===== src/rtl/hb_pkg.sv =====
package hb_pkg;

    typedef enum logic [1:0] {
        REQ_NONE = 2'd0,
        REQ_LOW  = 2'd1,
        REQ_HIGH = 2'd2
    } leg_req_e;

    typedef enum logic [1:0] {
        ST_ARMED   = 2'd0,
        ST_GAP     = 2'd1,
        ST_LOW_ON  = 2'd2,
        ST_HIGH_ON = 2'd3
    } leg_state_e;

    // bit positions inside the synchronised input vector
    localparam int unsigned IDX_UVF   = 0;
    localparam int unsigned IDX_UVM   = 1;
    localparam int unsigned IDX_STOP  = 2;
    localparam int unsigned IDX_HI    = 3;
    localparam int unsigned IDX_LO_N  = 4;
    localparam int unsigned N_INPUTS  = 5;

endpackage


===== src/rtl/hb_sync.sv =====
module hb_sync #(
    parameter int unsigned WIDTH  = 5,
    parameter int unsigned STAGES = 2,
    parameter logic [WIDTH-1:0] RST_VAL = '0
) (
    input  logic             clk,
    input  logic             rst_n,
    input  logic [WIDTH-1:0] d_in,
    output logic [WIDTH-1:0] d_out
);

    logic [WIDTH-1:0] stage_q [STAGES];

    genvar g;
    generate
        for (g = 0; g < STAGES; g++) begin : g_stage
            if (g == 0) begin : g_first
                always_ff @(posedge clk or negedge rst_n) begin
                    if (!rst_n) stage_q[g] <= RST_VAL;
                    else        stage_q[g] <= d_in;
                end
            end else begin : g_next
                always_ff @(posedge clk or negedge rst_n) begin
                    if (!rst_n) stage_q[g] <= RST_VAL;
                    else        stage_q[g] <= stage_q[g-1];
                end
            end
        end
    endgenerate

    assign d_out = stage_q[STAGES-1];

endmodule


===== src/rtl/hb_decode.sv =====
module hb_decode
    import hb_pkg::*;
(
    input  logic             lo_n_s,
    input  logic             hi_s,
    input  logic             stop_n_s,
    input  logic             uv_main_s,
    input  logic             uv_float_s,
    output leg_req_e         req
);

    logic want_lo;
    logic want_hi;
    logic leg_blocked;

    always_comb begin
        want_lo     = ~lo_n_s;
        want_hi     = hi_s;
        leg_blocked = ~stop_n_s | uv_main_s;
        req         = REQ_NONE;
        if (!leg_blocked) begin
            if (want_lo && want_hi) begin
                req = REQ_NONE;            // interlock
            end else if (want_hi) begin
                req = uv_float_s ? REQ_NONE : REQ_HIGH;
            end else if (want_lo) begin
                req = REQ_LOW;
            end
        end
    end

endmodule


===== src/rtl/hb_fsm.sv =====
module hb_fsm
    import hb_pkg::*;
#(
    parameter int unsigned DT_W = 8
) (
    input  logic            clk,
    input  logic            rst_n,
    input  leg_req_e        req,
    input  logic [DT_W-1:0] dead_cycles,
    output logic            gate_hi,
    output logic            gate_lo
);

    localparam logic [DT_W-1:0] ONE = DT_W'(1);

    leg_state_e      state_q, state_d;
    logic [DT_W-1:0] gap_q, gap_d;
    logic [DT_W-1:0] dead_eff;
    logic            gap_done;

    assign dead_eff = (dead_cycles == '0) ? ONE : dead_cycles;
    assign gap_done = (gap_q >= dead_eff);

    // next state and gap counter
    always_comb begin
        state_d = state_q;
        gap_d   = '0;
        unique case (state_q)
            ST_ARMED: begin
                if (req == REQ_LOW)       state_d = ST_LOW_ON;
                else if (req == REQ_HIGH) state_d = ST_HIGH_ON;
            end
            ST_LOW_ON: begin
                if (req != REQ_LOW) begin
                    state_d = ST_GAP;
                    gap_d   = ONE;
                end
            end
            ST_HIGH_ON: begin
                if (req != REQ_HIGH) begin
                    state_d = ST_GAP;
                    gap_d   = ONE;
                end
            end
            ST_GAP: begin
                if (gap_done) begin
                    if (req == REQ_LOW)       state_d = ST_LOW_ON;
                    else if (req == REQ_HIGH) state_d = ST_HIGH_ON;
                    else                      state_d = ST_ARMED;
                end else begin
                    gap_d = gap_q + ONE;
                end
            end
            default: state_d = ST_ARMED;
        endcase
    end

    // state register
    always_ff @(posedge clk or negedge rst_n) begin
        if (!rst_n) begin
            state_q <= ST_ARMED;
            gap_q   <= '0;
        end else begin
            state_q <= state_d;
            gap_q   <= gap_d;
        end
    end

    // outputs
    always_comb begin
        gate_hi = 1'b0;
        gate_lo = 1'b0;
        unique case (state_q)
            ST_LOW_ON:  gate_lo = 1'b1;
            ST_HIGH_ON: gate_hi = 1'b1;
            default: ;
        endcase
    end


    lo_to_hi_direct_chk: assert property (@(posedge clk) disable iff (!rst_n)
        gate_lo |=> !gate_hi);

    hi_to_lo_direct_chk: assert property (@(posedge clk) disable iff (!rst_n)
        gate_hi |=> !gate_lo);

    hi_grant_req_chk: assert property (@(posedge clk) disable iff (!rst_n)
        $rose(gate_hi) |-> $past(req) == REQ_HIGH);

endmodule


===== src/rtl/hb_gate_ctrl.sv =====
module hb_gate_ctrl
    import hb_pkg::*;
#(
    parameter int unsigned DT_W = 8
) (
    input  logic            clk,
    input  logic            rst_n,
    input  logic            lo_cmd_n,
    input  logic            hi_cmd,
    input  logic            stop_n,
    input  logic            uv_main,
    input  logic            uv_float,
    input  logic [DT_W-1:0] dead_cycles,
    output logic            gate_hi,
    output logic            gate_lo,
    output logic            boot_chg
);

    localparam logic [N_INPUTS-1:0] SAFE_VAL = N_INPUTS'(5'b10011);

    logic [N_INPUTS-1:0] raw_vec;
    logic [N_INPUTS-1:0] sync_vec;
    leg_req_e            req;

    assign raw_vec[IDX_LO_N] = lo_cmd_n;
    assign raw_vec[IDX_HI]   = hi_cmd;
    assign raw_vec[IDX_STOP] = stop_n;
    assign raw_vec[IDX_UVM]  = uv_main;
    assign raw_vec[IDX_UVF]  = uv_float;

    hb_sync #(
        .WIDTH  (N_INPUTS),
        .STAGES (2),
        .RST_VAL(SAFE_VAL)
    ) u_sync (
        .clk   (clk),
        .rst_n (rst_n),
        .d_in  (raw_vec),
        .d_out (sync_vec)
    );

    hb_decode u_decode (
        .lo_n_s     (sync_vec[IDX_LO_N]),
        .hi_s       (sync_vec[IDX_HI]),
        .stop_n_s   (sync_vec[IDX_STOP]),
        .uv_main_s  (sync_vec[IDX_UVM]),
        .uv_float_s (sync_vec[IDX_UVF]),
        .req        (req)
    );

    hb_fsm #(.DT_W(DT_W)) u_fsm (
        .clk         (clk),
        .rst_n       (rst_n),
        .req         (req),
        .dead_cycles (dead_cycles),
        .gate_hi     (gate_hi),
        .gate_lo     (gate_lo)
    );

    assign boot_chg = gate_lo;

    // both-off run length, used by the dead-time check
    localparam logic [DT_W-1:0] RUN_MAX = '1;
    logic [DT_W-1:0] off_run_q;
    logic [DT_W-1:0] need_gap;

    always_ff @(posedge clk or negedge rst_n) begin
        if (!rst_n)                  off_run_q <= RUN_MAX;
        else if (gate_hi || gate_lo) off_run_q <= '0;
        else if (off_run_q != RUN_MAX) off_run_q <= off_run_q + DT_W'(1);
    end

    assign need_gap = (dead_cycles == '0) ? DT_W'(1) : dead_cycles;


    no_shoot_through_chk: assert property (@(posedge clk) disable iff (!rst_n)
        !(gate_hi && gate_lo));

    dead_gap_hi_chk: assert property (@(posedge clk) disable iff (!rst_n)
        $rose(gate_hi) |-> off_run_q >= need_gap);

    dead_gap_lo_chk: assert property (@(posedge clk) disable iff (!rst_n)
        $rose(gate_lo) |-> off_run_q >= need_gap);

    stop_forces_off_chk: assert property (@(posedge clk) disable iff (!rst_n)
        !sync_vec[IDX_STOP] |=> !gate_hi && !gate_lo);

    uv_main_off_chk: assert property (@(posedge clk) disable iff (!rst_n)
        sync_vec[IDX_UVM] |=> !gate_hi && !gate_lo);

    uv_float_hi_off_chk: assert property (@(posedge clk) disable iff (!rst_n)
        sync_vec[IDX_UVF] |=> !gate_hi);

endmodule


===== config.mk =====
export PLATFORM = sky130hd
export DESIGN_NAME = hb_gate_ctrl
export DESIGN_NICKNAME = d
export VERILOG_FILES = /design/src/rtl/hb_pkg.sv /design/src/rtl/hb_sync.sv /design/src/rtl/hb_decode.sv /design/src/rtl/hb_fsm.sv /design/src/rtl/hb_gate_ctrl.sv
export SDC_FILE = /design/constraint.sdc
export NUM_CORES = 1
export LEC_CHECK = 0
export CAP_MARGIN = 20
export CORE_MARGIN = 3
export CORE_UTILIZATION = 60
export CTS_CLUSTER_DIAMETER = 100
export DETAILED_ROUTE_END_ITERATION = 6
export DONT_BUFFER_PORTS = 1
export MAX_ROUTING_LAYER = met4
export PLACE_DENSITY = 0.72
export SYNTH_ARGS = -nofsm -noshare
export SYNTH_HDL_FRONTEND = slang
export SYNTH_SLANG_ARGS = --single-unit

===== constraint.sdc =====
create_clock -name clk -period 2 [get_ports clk]
set_input_delay 0.1 -clock clk [delete_from_list [all_inputs] [get_ports clk]]
set_output_delay 0.1 -clock clk [all_outputs]
set_load 0.01 [all_outputs]

; Yosys cells after proc, flatten, opt, wreduce, memory -nomap -nowiden
; Cells that the tools add are included.
[totals]
register_bits = 20
inputBits = 15
out_inout_bits = 3
elab_cells = 44
[op_classes]
addsub = 1
order_cmp = 1
eq_ne = 11
n_mux = 20
n_bitwise = 3
n_reduce_logical = 4
[op_table]
columns = op, count
row1 = 8-bit one-hot mux with 3 select lines, 1
row2 = 2-bit 2-to-1 mux, 11
row3 = 8-bit 2-to-1 mux, 2
row4 = 8-bit by 1-bit adder with 8-bit output (second input constant), 1
row5 = 8-bit >= comparator, 1
row6 = 8-bit zero test, 1
row7 = 2-bit by 1-bit inequality test with 1-bit output (second input constant), 4
row8 = 2-bit one-hot mux with 4 select lines, 1
row9 = 2-bit equality test (second input constant), 3
row10 = 1-bit 2-to-1 mux, 5
row11 = 2-bit by 1-bit equality test with 1-bit output (second input constant), 2
row12 = 4-bit AND reduction, 1
row13 = 3-bit by 1-bit inequality test with 1-bit output (second input constant), 1
row14 = 2-bit zero test, 1
row15 = 2-bit inequality test (second input constant), 1
row16 = 1-bit inverter, 2
row17 = 1-bit logical AND, 1
row18 = 1-bit bitwise OR, 1

; Longest topological paths before layout
; Gate-level depths: netlist of run 1.
[logic_depth]
word_depth = 9
depth_mapped = 8
ltp_nobuf = 8

; By module
; From an unflattened synthesis of run 1, not the netlist that was laid out.
[unflattened]
hier_cells = 98
hier_area_um2 = 1107.3
[by_module_without_submodules]
columns = module, n_inst, cells_each, area_each_um2, seq_area_each_um2
row1 = hb_fsm, 1, 78, 767.0, 250.2
row2 = hb_sync, 1, 15, 295.3, 257.7
row3 = hb_decode, 1, 4, 37.5, 0.0
row4 = hb_gate_ctrl, 1, 1, 7.5, 0.0

; Worst setup path after synthesis of run 1
; Ideal clock, no wire load.
[synth_path]
kind = input -> register
from = input dead_cycles[2]
to = register u_fsm.state_q[1]
setup_time_ps = 124
arrival_time_ps = 1659
t_required_ps = 1876
setup_slack_ps = 217
cell_stages = 7
path_buffers = 0
cell_sequence = nor4_1 > a41o_1 > ha_1 > nand2b_1 > a2111oi_2 > o41ai_4 > a21boi_1
[synth_between]
elab_chain_len = 5
[synth_lines]
columns = element, line_no
row1 = from (decl), hb_gate_ctrl.sv:13  ; input logic [DT_W-1:0] dead_cycles,
row2 = 8-bit zero test, -
row3 = 8-bit 2-to-1 mux *, hb_fsm.sv:21  ; assign dead_eff = (dead_cycles == '0) ? ONE : dead_cycles;
row4 = 8-bit >= comparator *, hb_fsm.sv:22  ; assign gap_done = (gap_q >= dead_eff);
row5 = 2-bit by 1-bit inequality test with 1-bit output (no source line) *, -
row6 = 4-bit AND reduction (no source line) *, -
row7 = to (signal assigned), hb_fsm.sv:64  ; state_q <= state_d;
row8 = to (decl), hb_fsm.sv:16  ; leg_state_e state_q, state_d;
; Every way passes the cells marked *; elsewhere a longest branch is shown, timed or not.
; A chain may end at the register's enable or synchronous reset.

; Worst setup path in the final report of run 1
[layout_path]
from = register u_fsm.gap_q[0]
to = register u_fsm.gap_q[0]
[layout_between]
elab_chain_len = 3
word_cells_on_any_way = 4
cone_classes = 1 x add/sub / 1 x order compare / 2 x mux
[layout_lines]
columns = element, line_no
row1 = from (decl), hb_fsm.sv:17  ; logic [DT_W-1:0] gap_q, gap_d;
row2 = from (signal assigned), hb_fsm.sv:65  ; gap_q <= gap_d;
row3 = 8-bit by 1-bit adder with 8-bit output or 8-bit >= comparator (tied branches), "hb_fsm.sv:51, hb_fsm.sv:22"
row4 = 8-bit 2-to-1 mux *, hb_fsm.sv:46  ; if (gap_done) begin
row5 = 8-bit one-hot mux with 3 select lines *, hb_fsm.sv:28  ; unique case (state_q)
row6 = via u_fsm.gap_d[0], hb_fsm.sv:17
; The timed path passes the listed nets; every way through them passes the cells marked *.

==> run summary, run 1 <==
The run finished with clean final reports. The number of H-tree levels is 1. The critical path's slowest cell is sky130_fd_sc_hd__a2111oi_2. The die is between 40 and 50 um tall.

The number of clock sinks seen by CTS came out at 20. The total count of max-transition violations in the final report came out at 0. The iteration count of the initial detailed-routing pass is 4. The detailed router placed about 690 vias in this run. In this run the power density over the cells is 958 mW/mm2. The clock share of power is 0.196. The detail-routed via count per cell is approximately 5.6.

The net count reported at finish came out at about 130. By area the synthesized netlist is led by sky130_fd_sc_hd__dfrtp_1 34%, sky130_fd_sc_hd__dfstp_2 15%, sky130_fd_sc_hd__ha_1 14%, sky130_fd_sc_hd__xor2_1 4.2%, sky130_fd_sc_hd__inv_1 4.0%. Clock skew on the completed layout was measured at 0.00475 ns. The internal power came out at 780 uW. The initialized floorplan defines 14 standard-cell rows. Setup violations remaining at the end of the flow were counted as 0. The sequential area share after synthesis is 0.490. STA classifies the critical path endpoint as a flip-flop. Subtracting the final worst setup slack from the clock period gives 1.83 ns. Once the clock tree was built, the resizer swapped 0 gates to a different size.

Across every metal layer, demand over resource in global routing totals 0.173. Sorting the synthesized cells by how often they occur yields 14 x sky130_fd_sc_hd__dfrtp_1, 12 x sky130_fd_sc_hd__ha_1, 11 x sky130_fd_sc_hd__inv_1, 8 x sky130_fd_sc_hd__nor2_1, 6 x sky130_fd_sc_hd__dfstp_2. The setup TNS after final layout came out at 0 ns. In the routed design, unresolved DRC markers number 0. The power dissipated by switching net loads is around 350 uW.

The remaining number of nets flagged by the antenna check after routing is 0. The initial antenna violation count came out at 0. At the end of routability-driven placement, the weighted congestion stood at between 0.8 and 0.9. Of the cells placed in the final design, the portion with a size suffix greater than 1 is 0.151. After synthesis the netlist holds a flip-flop and latch count of 20. The horizontal die dimension came out at roughly 48 um. The share of the synthesized area in the top cell type came out at 0.338. The slew at the pin with the worst max-slew slack is around 0.84 ns.

TritonCTS built the clock tree. Total power for the finished layout comes to around 1.1 mW. The share of total power dissipated in sequential elements is 0.462.

The number of nets in the synthesized netlist is roughly 120. The repair_antennas step left the layout with diodes totalling 0. The combinational power share came out at 0.341. The clock passes through at most 2 buffers. The library cell with the highest instance count after synthesis is sky130_fd_sc_hd__dfrtp_1. The largest total area in the synthesized netlist belongs to sky130_fd_sc_hd__dfrtp_1. The gate count of the mapped netlist came out at 94. In the final routed layout, each cell accounts on average for about 13 um. The quantity of I/O buffers inserted on ports came out at 0.

The global route total overflow is 0. The number of max-cap violations is 0. The Yosys warning count is 0.

Of the total power, the share spent switching nets is 0.311. The global-route wire length before repair came out at 2590 um. The boundary pin count is 18. The worst path arrival time came out at roughly 2.1 ns. The die area is ~0.0023 mm2. The period utilization came out at 0.917.

Walking the worst path, the cells encountered are inv_1 > ha_1 > nand2b_1 > a2111oi_2 > o41ai_4 > buf_4 > o21ai_2. The critical path is of the reg2reg type. The largest net degree at the start of global routing is 21.

The final-report hold violation count is 0. In this run, synthesis inferred 0 flip-flops with an integrated enable. The delay of the slowest critical-path stage came out at around 0.47 ns. At the later pin of the worst-skew pair, clock insertion delay measures slightly below 0.3 ns. The CTS clock-pin slew for the worst setup and hold paths is ~0.11 ns. Once detailed placement completed, the half-perimeter wirelength came to between 1000 and 1500 um. The worst setup path is launched from a flip-flop.

For this run, the leading register cell type out of synthesis is sky130_fd_sc_hd__dfrtp_1. The relative area change from synthesis to final layout came out at 13.9%. The highest ir drop seen on vdd is slightly above 800 uV. The data required time of the critical path is roughly 2.2 ns. In this run, the number of DRC markers left after iteration 0 of detailed routing was 1. After synthesis, the share of flip-flops with an asynchronous set or reset is 1.00.

The overall routed net length came out at approximately 1600 um. The static leakage is roughly 0.6 nW. For this configuration, the core starts out at a cell density of 0.665. Setup repair after global routing left no endpoint under its margin.

The maximum clock frequency came out at ~550 MHz. The path class of the tightest hold or removal check is in2reg. The worst-case headroom to the max-slew limit came out at 0.440. The cell sitting at the root of the clock tree is a sky130_fd_sc_hd__clkbuf_4. Of all nets on the critical path, the largest fanout is 5.

The number of global-route vias before repair is around 650. The mapped cell area came out at between 0.001 and 0.0015 mm2. The mean instance size in the synthesized netlist is 11.0 um2.

The distinct cell type count after synthesis is 28. The core footprint is between 0.0015 and 0.002 mm2. The CTS buffer count is 3.
==> cell families after synthesis <==
group           Yosys count  synth area share
xor+xnor                  6            0.0507
flops                    20             0.490
fa+ha+maj                12             0.145
buf+inv                  12            0.0470
simple gates             31             0.151
compound gates           13             0.117
==> cell usage in the layout (no fill, tap or decap) <==
| master | Yosys | final |
|---|---|---|
| sky130_fd_sc_hd__dfrtp_1 | 14 | 14 |
| sky130_fd_sc_hd__ha_1 | 12 | 12 |
| sky130_fd_sc_hd__inv_1 | 11 | 11 |
| sky130_fd_sc_hd__nor2_1 | 8 | 8 |
| sky130_fd_sc_hd__dlygate4sd3_1 | 0 | 6 |
| sky130_fd_sc_hd__dfstp_2 | 6 | 6 |
| sky130_fd_sc_hd__nand2_1 | 5 | 5 |
| sky130_fd_sc_hd__nand3_1 | 5 | 5 |
| sky130_fd_sc_hd__xor2_1 | 5 | 5 |
| sky130_fd_sc_hd__nor2b_1 | 4 | 4 |
| sky130_fd_sc_hd__a21oi_1 | 3 | 3 |
| sky130_fd_sc_hd__clkbuf_4 | 0 | 3 |
| sky130_fd_sc_hd__nand2b_1 | 2 | 2 |
| sky130_fd_sc_hd__or3_1 | 2 | 2 |
| sky130_fd_sc_hd__and3_1 | 2 | 2 |
| sky130_fd_sc_hd__buf_4 | 1 | 2 |
| sky130_fd_sc_hd__nor4_1 | 1 | 1 |
| sky130_fd_sc_hd__a41o_1 | 1 | 1 |
| sky130_fd_sc_hd__a2111oi_2 | 1 | 1 |
| sky130_fd_sc_hd__o21a_1 | 1 | 1 |
| sky130_fd_sc_hd__nor3b_1 | 1 | 1 |
| sky130_fd_sc_hd__o211a_1 | 1 | 1 |
| sky130_fd_sc_hd__o41ai_4 | 1 | 1 |
| sky130_fd_sc_hd__and2_1 | 1 | 1 |
| sky130_fd_sc_hd__xnor2_1 | 1 | 1 |
| sky130_fd_sc_hd__o21ai_2 | 1 | 1 |
| sky130_fd_sc_hd__o21bai_1 | 1 | 1 |
| sky130_fd_sc_hd__a21boi_1 | 1 | 1 |
| sky130_fd_sc_hd__a211oi_1 | 1 | 1 |
| sky130_fd_sc_hd__o21ai_0 | 1 | 1 |
| sky130_fd_sc_hd__clkbuf_8 | 0 | 1 |
| sky130_fd_sc_hd__buf_12 | 0 | 1 |
==> final cells by class <==
type                    instances  area, um2
multi-input cells              62        480
clock buffers                   4       36.3
repair buffers                  9       95.1
inverters                      11       41.3
flip-flops and latches         20        508
fillers                       102        378
well taps                      16       20.0
==> final timing paths <==
check,slack [ns],start,to,cells past startpoint
min in group asynchronous,0.35,rst_n,u_fsm.state_q[0],1
max,0.17,u_fsm.gap_q[0],u_fsm.gap_q[0],7
max in group asynchronous,1.14,rst_n,u_sync.d_out[3],1
min,0.34,dead_cycles[7],u_fsm.gap_q[7],6
min reg2reg,0.36,u_sync.stage_q[9],u_sync.d_out[4],0
max reg2reg,0.17,u_fsm.gap_q[0],u_fsm.gap_q[0],7
==> metal layers <==
layer  GRT usage  part of all wire
met1       0.234              0.47
met4      0.0484            0.0090
met3      0.0338             0.040
met5           -                 0
met2       0.267              0.48
==> stage by stage <==
stage / util / area [um2] / hold slack (ns) / cells / worst slack (ns)
after CTS: 0.740 / 1150 / 0.333 / 120 / 0.187
after global routing: 0.758 / 1180 / 0.329 / 122 / 0.0478
final: 0.758 / 1180 / 0.340 / 122 / 0.166
after floorplan: - / 1040 / -0.196 / 94 / 0.217
after global placement: 0.678 / 1060 / -0.195 / 110 / 0.164
after detailed placement: 0.678 / 1060 / -0.195 / 110 / 0.0883
==> critical path: cells and delay by family (launching register included) <==
kind            cells  cell delay (ns)
fa+ha+maj           1             0.27
flops               1             0.38
compound gates      3             0.74
simple gates        1             0.15
buf+inv             2             0.23
==> state kept, by name (all words and copies together) (netlist names) <==
| signal | count |
|---|---|
| u_sync.d_out | 5 |
| u_fsm.gap_q | 8 |
| u_sync.stage_q | 5 |
| u_fsm.state_q | 2 |
==> power groups by stage <==
stage | logic [mW] | registers [mW] | clock network, mW
detailed placement | 0.309 | 0.530 | 0
CTS | 0.327 | 0.522 | 0.232
global route | 0.432 | 0.535 | 0.250
floorplan | 0.240 | 0.525 | 0
global placement | 0.298 | 0.528 | 0
finish | 0.387 | 0.523 | 0.222
==> timing repair <==
action                     in CTS  in global routing
hold endpoints to repair       25                  0
setup endpoints to repair       0                  1
setup buffers                   0                  2
hold buffers                    6                  0
Note: power is estimated with default switching activity, not from simulation.
==> run 2, diff against run 1 <==
- CORE_UTILIZATION: 60 -> 64
- CTS_BUF_LIST: not set -> sky130_fd_sc_hd__clkbuf_8
- PLACE_DENSITY: 0.72 -> 0.76
==> run summary, run 2 (synthesized netlist as in run 1, its figures left out) <==
On the worst path, the slowest cell contributes a delay of between 0.3 and 0.4 ns. The later pin in the worst-skew pair is clocked with a latency of around 0.25 ns. Summed over all layers, the global routing overflow is 0. CTS built an H-tree with a depth of 1.

The register-to-register setup slack came out at just over 0.2 ns. The number of DRC violations after detailed routing is 0. The floorplan step defined a core boundary enclosing around 0.0014 mm2.

Summed over all layers, the routed wires come to 1970 um. The net count reported at finish came out at ~130. The min-delay analysis places its worst path in the category reg2reg. The die extent in y is approximately 46 um. The critical path runs through a total of 6 cells.

Based on the critical path, the design can be clocked at up to 557 MHz. The source of the critical timing path is u_sync.d_out[1]. The number of clock sinks seen by CTS is 20. The horizontal die dimension is ~46 um. The worst slack after detailed placement is approximately 0.083 ns. The startpoint identified for the worst register-to-register timing path is u_sync.d_out[1]. The root buffer cell chosen for the clock tree is sky130_fd_sc_hd__clkbuf_8. The critical path goes through nand2b_1 > or3_1 > ha_1 > nor2b_1 > a211oi_1 > o21ai_0. The boundary pin count came out at 18. The total count of max-transition violations in the final report came out at 0. The last weighted congestion value of the routability-driven placer is ~0.80. The number of buffer and inverter instances along the worst setup path is 0.

The capture point of the critical path is u_fsm.state_q[0]. The number of max-cap violations is 0. Leaving out fill and tap cells, the most frequent cells in the layout are 14 x sky130_fd_sc_hd__dfrtp_1, 12 x sky130_fd_sc_hd__ha_1, 11 x sky130_fd_sc_hd__inv_1.

The static leakage came out at a little under 0.6 nW. The end of the worst register-to-register path is u_fsm.state_q[0]. Once detail routing completed, the nets flagged for antenna violations numbered 0.

The CTS buffer count came out at 3. The effective utilization at floorplan is 0.733. The first global-routing pass estimated 3290 um of wire. Measured on the finished design, the core utilization comes to 0.839.

The design draws between 1 and 1.5 mW. The initial antenna violation count came out at 0. The die area is about 0.0021 mm2. For the worst flop-to-flop path, the logic depth is 6. The flow ran to the end, and the final reports show no timing, DRC or antenna violations. The slew at the pin with the worst max-slew slack came out at approximately 0.86 ns. STA puts the critical path data required time at 2.10 ns. The quantity of I/O buffers inserted on ports is 0. The smallest clock period supported by the final layout is computed as around 1.8 ns.

Compared with the post-synthesis result, the final layout area differs by 14.5%. The fraction of layout instances using a drive strength above 1 is 0.135. The setup TNS after final layout came out at 0 ns. TritonCTS built the clock tree.

The repair_antennas step left the layout with diodes totalling 0. The largest fanout on the critical path came out at 3. The number of rows created at floorplan is 13. No sink is reached through more buffers than the 2 on the longest clock path. Once placement completed, the tool counted placed cells totaling 109. The global-route usage over all layers is 0.234. The iteration count of the initial detailed-routing pass came out at 4. Once placement finished, the instance area stood at 0.00106 mm2. Setup violations remaining at the end of the flow were counted as 0. More flip-flops sit in one register than any other, and that register is u_fsm.gap_q. The final worst setup slack is about 0.21 ns. The worst setup path is captured at a flip-flop. The power density over cell area is about 1100 mW/mm2.

Setup repair after global routing left no endpoint under its margin. The largest net degree at the start of global routing is 21. The category of cells accounting for the largest share of critical-path delay is simple AND/OR/NAND/NOR gates. The setup fix buffers added after clock tree synthesis came out at 0. The number of global-route vias before repair is between 700 and 800. Clock skew on the completed layout was measured at around 0.0033 ns. For this run, the number of standard cells in the final layout without fillers is 119. In this run, the number of DRC markers left after iteration 0 of detailed routing was 17. The register with the most flip-flops in the layout has 8 of them. The library cell used most frequently in the layout, excluding fill and tap cells, is sky130_fd_sc_hd__dfrtp_1. The CTS clock-pin slew for the worst setup and hold paths came out at around 0.07 ns. The sum of net half-perimeters after detailed placement came out at 1330 um.

The via count is between 700 and 800. The worst slack on hold paths is approximately 0.36 ns. The routed length per placed instance came out at approximately 17 um. After routing the design area is ~0.0012 mm2. The worst setup path is launched from a flip-flop. The critical setup path kind is reg2reg. The detail-routed via count per cell is between 6 and 7. The highest ir drop seen on vdd is around 1200 uV.

The final-report hold violation count came out at 0. The worst-case headroom to the max-slew limit is 0.423. STA puts the critical path data arrival time at ~1.9 ns. The count of instances resized after the clock tree is built is 0. Dividing the final minimum period by the clock period gives 0.897. For this design, the slowest cell found on the critical path is sky130_fd_sc_hd__or3_1.
==> run 2: cell types whose count changed in the layout (fill, tap and decap cells not counted) <==
| cell | before | now |
|---|---|---|
| sky130_fd_sc_hd__clkbuf_8 | 1 | 3 |
| sky130_fd_sc_hd__buf_4 | 2 | 1 |
| sky130_fd_sc_hd__buf_12 | 1 | 0 |
| sky130_fd_sc_hd__clkbuf_4 | 3 | 0 |
| sky130_fd_sc_hd__bufinv_16 | 0 | 1 |
==> run 2: power breakdown <==
| part | internal [mW] | switching (mW) | total, mW | leakage, nW |
|---|---|---|---|---|
| logic | 0.157 | 0.183 | 0.340 | 0.317 |
| registers | 0.465 | 0.0639 | 0.529 | 0.242 |
| clock network | 0.267 | 0.123 | 0.389 | 0.0357 |
==> run 2: final cells by class <==
class | instances | area, um2
clock buffer | 3 | 41.3
sequential | 20 | 508
inverter | 11 | 41.3
timing repair buffer | 7 | 67.6
clock inverter | 1 | 30.0
multi-input combinational | 62 | 480
fill | 81 | 228
tap | 15 | 18.8
==> run 2: repair_timing <==
action	in CTS	in global routing
hold buffers	6	0
endpoints found under the setup margin	0	0
endpoints found under the hold margin	25	0
==> run 2: per-layer routing <==
metal  vias up  share of wire  global-route usage
met1       352           0.42               0.284
met5         -              0                   -
li1        336              -                   -
met4         0         0.0076              0.0682
met3         2          0.059              0.0469
met2        31           0.51               0.393
==> run 2: worst min path at each step <==
stage | from | endpoint | slack [ns] | cells past startpoint
floorplan | rst_n | u_fsm.gap_q[0] | -0.20 | 0
global placement | rst_n | u_fsm.state_q[1] | -0.20 | 0
detailed placement | rst_n | u_fsm.state_q[1] | -0.19 | 0
CTS | u_sync.stage_q[7] | u_sync.d_out[2] | 0.35 | 0
global route | u_sync.stage_q[5] | u_sync.d_out[0] | 0.37 | 0
finish | u_sync.stage_q[7] | u_sync.d_out[2] | 0.36 | 0
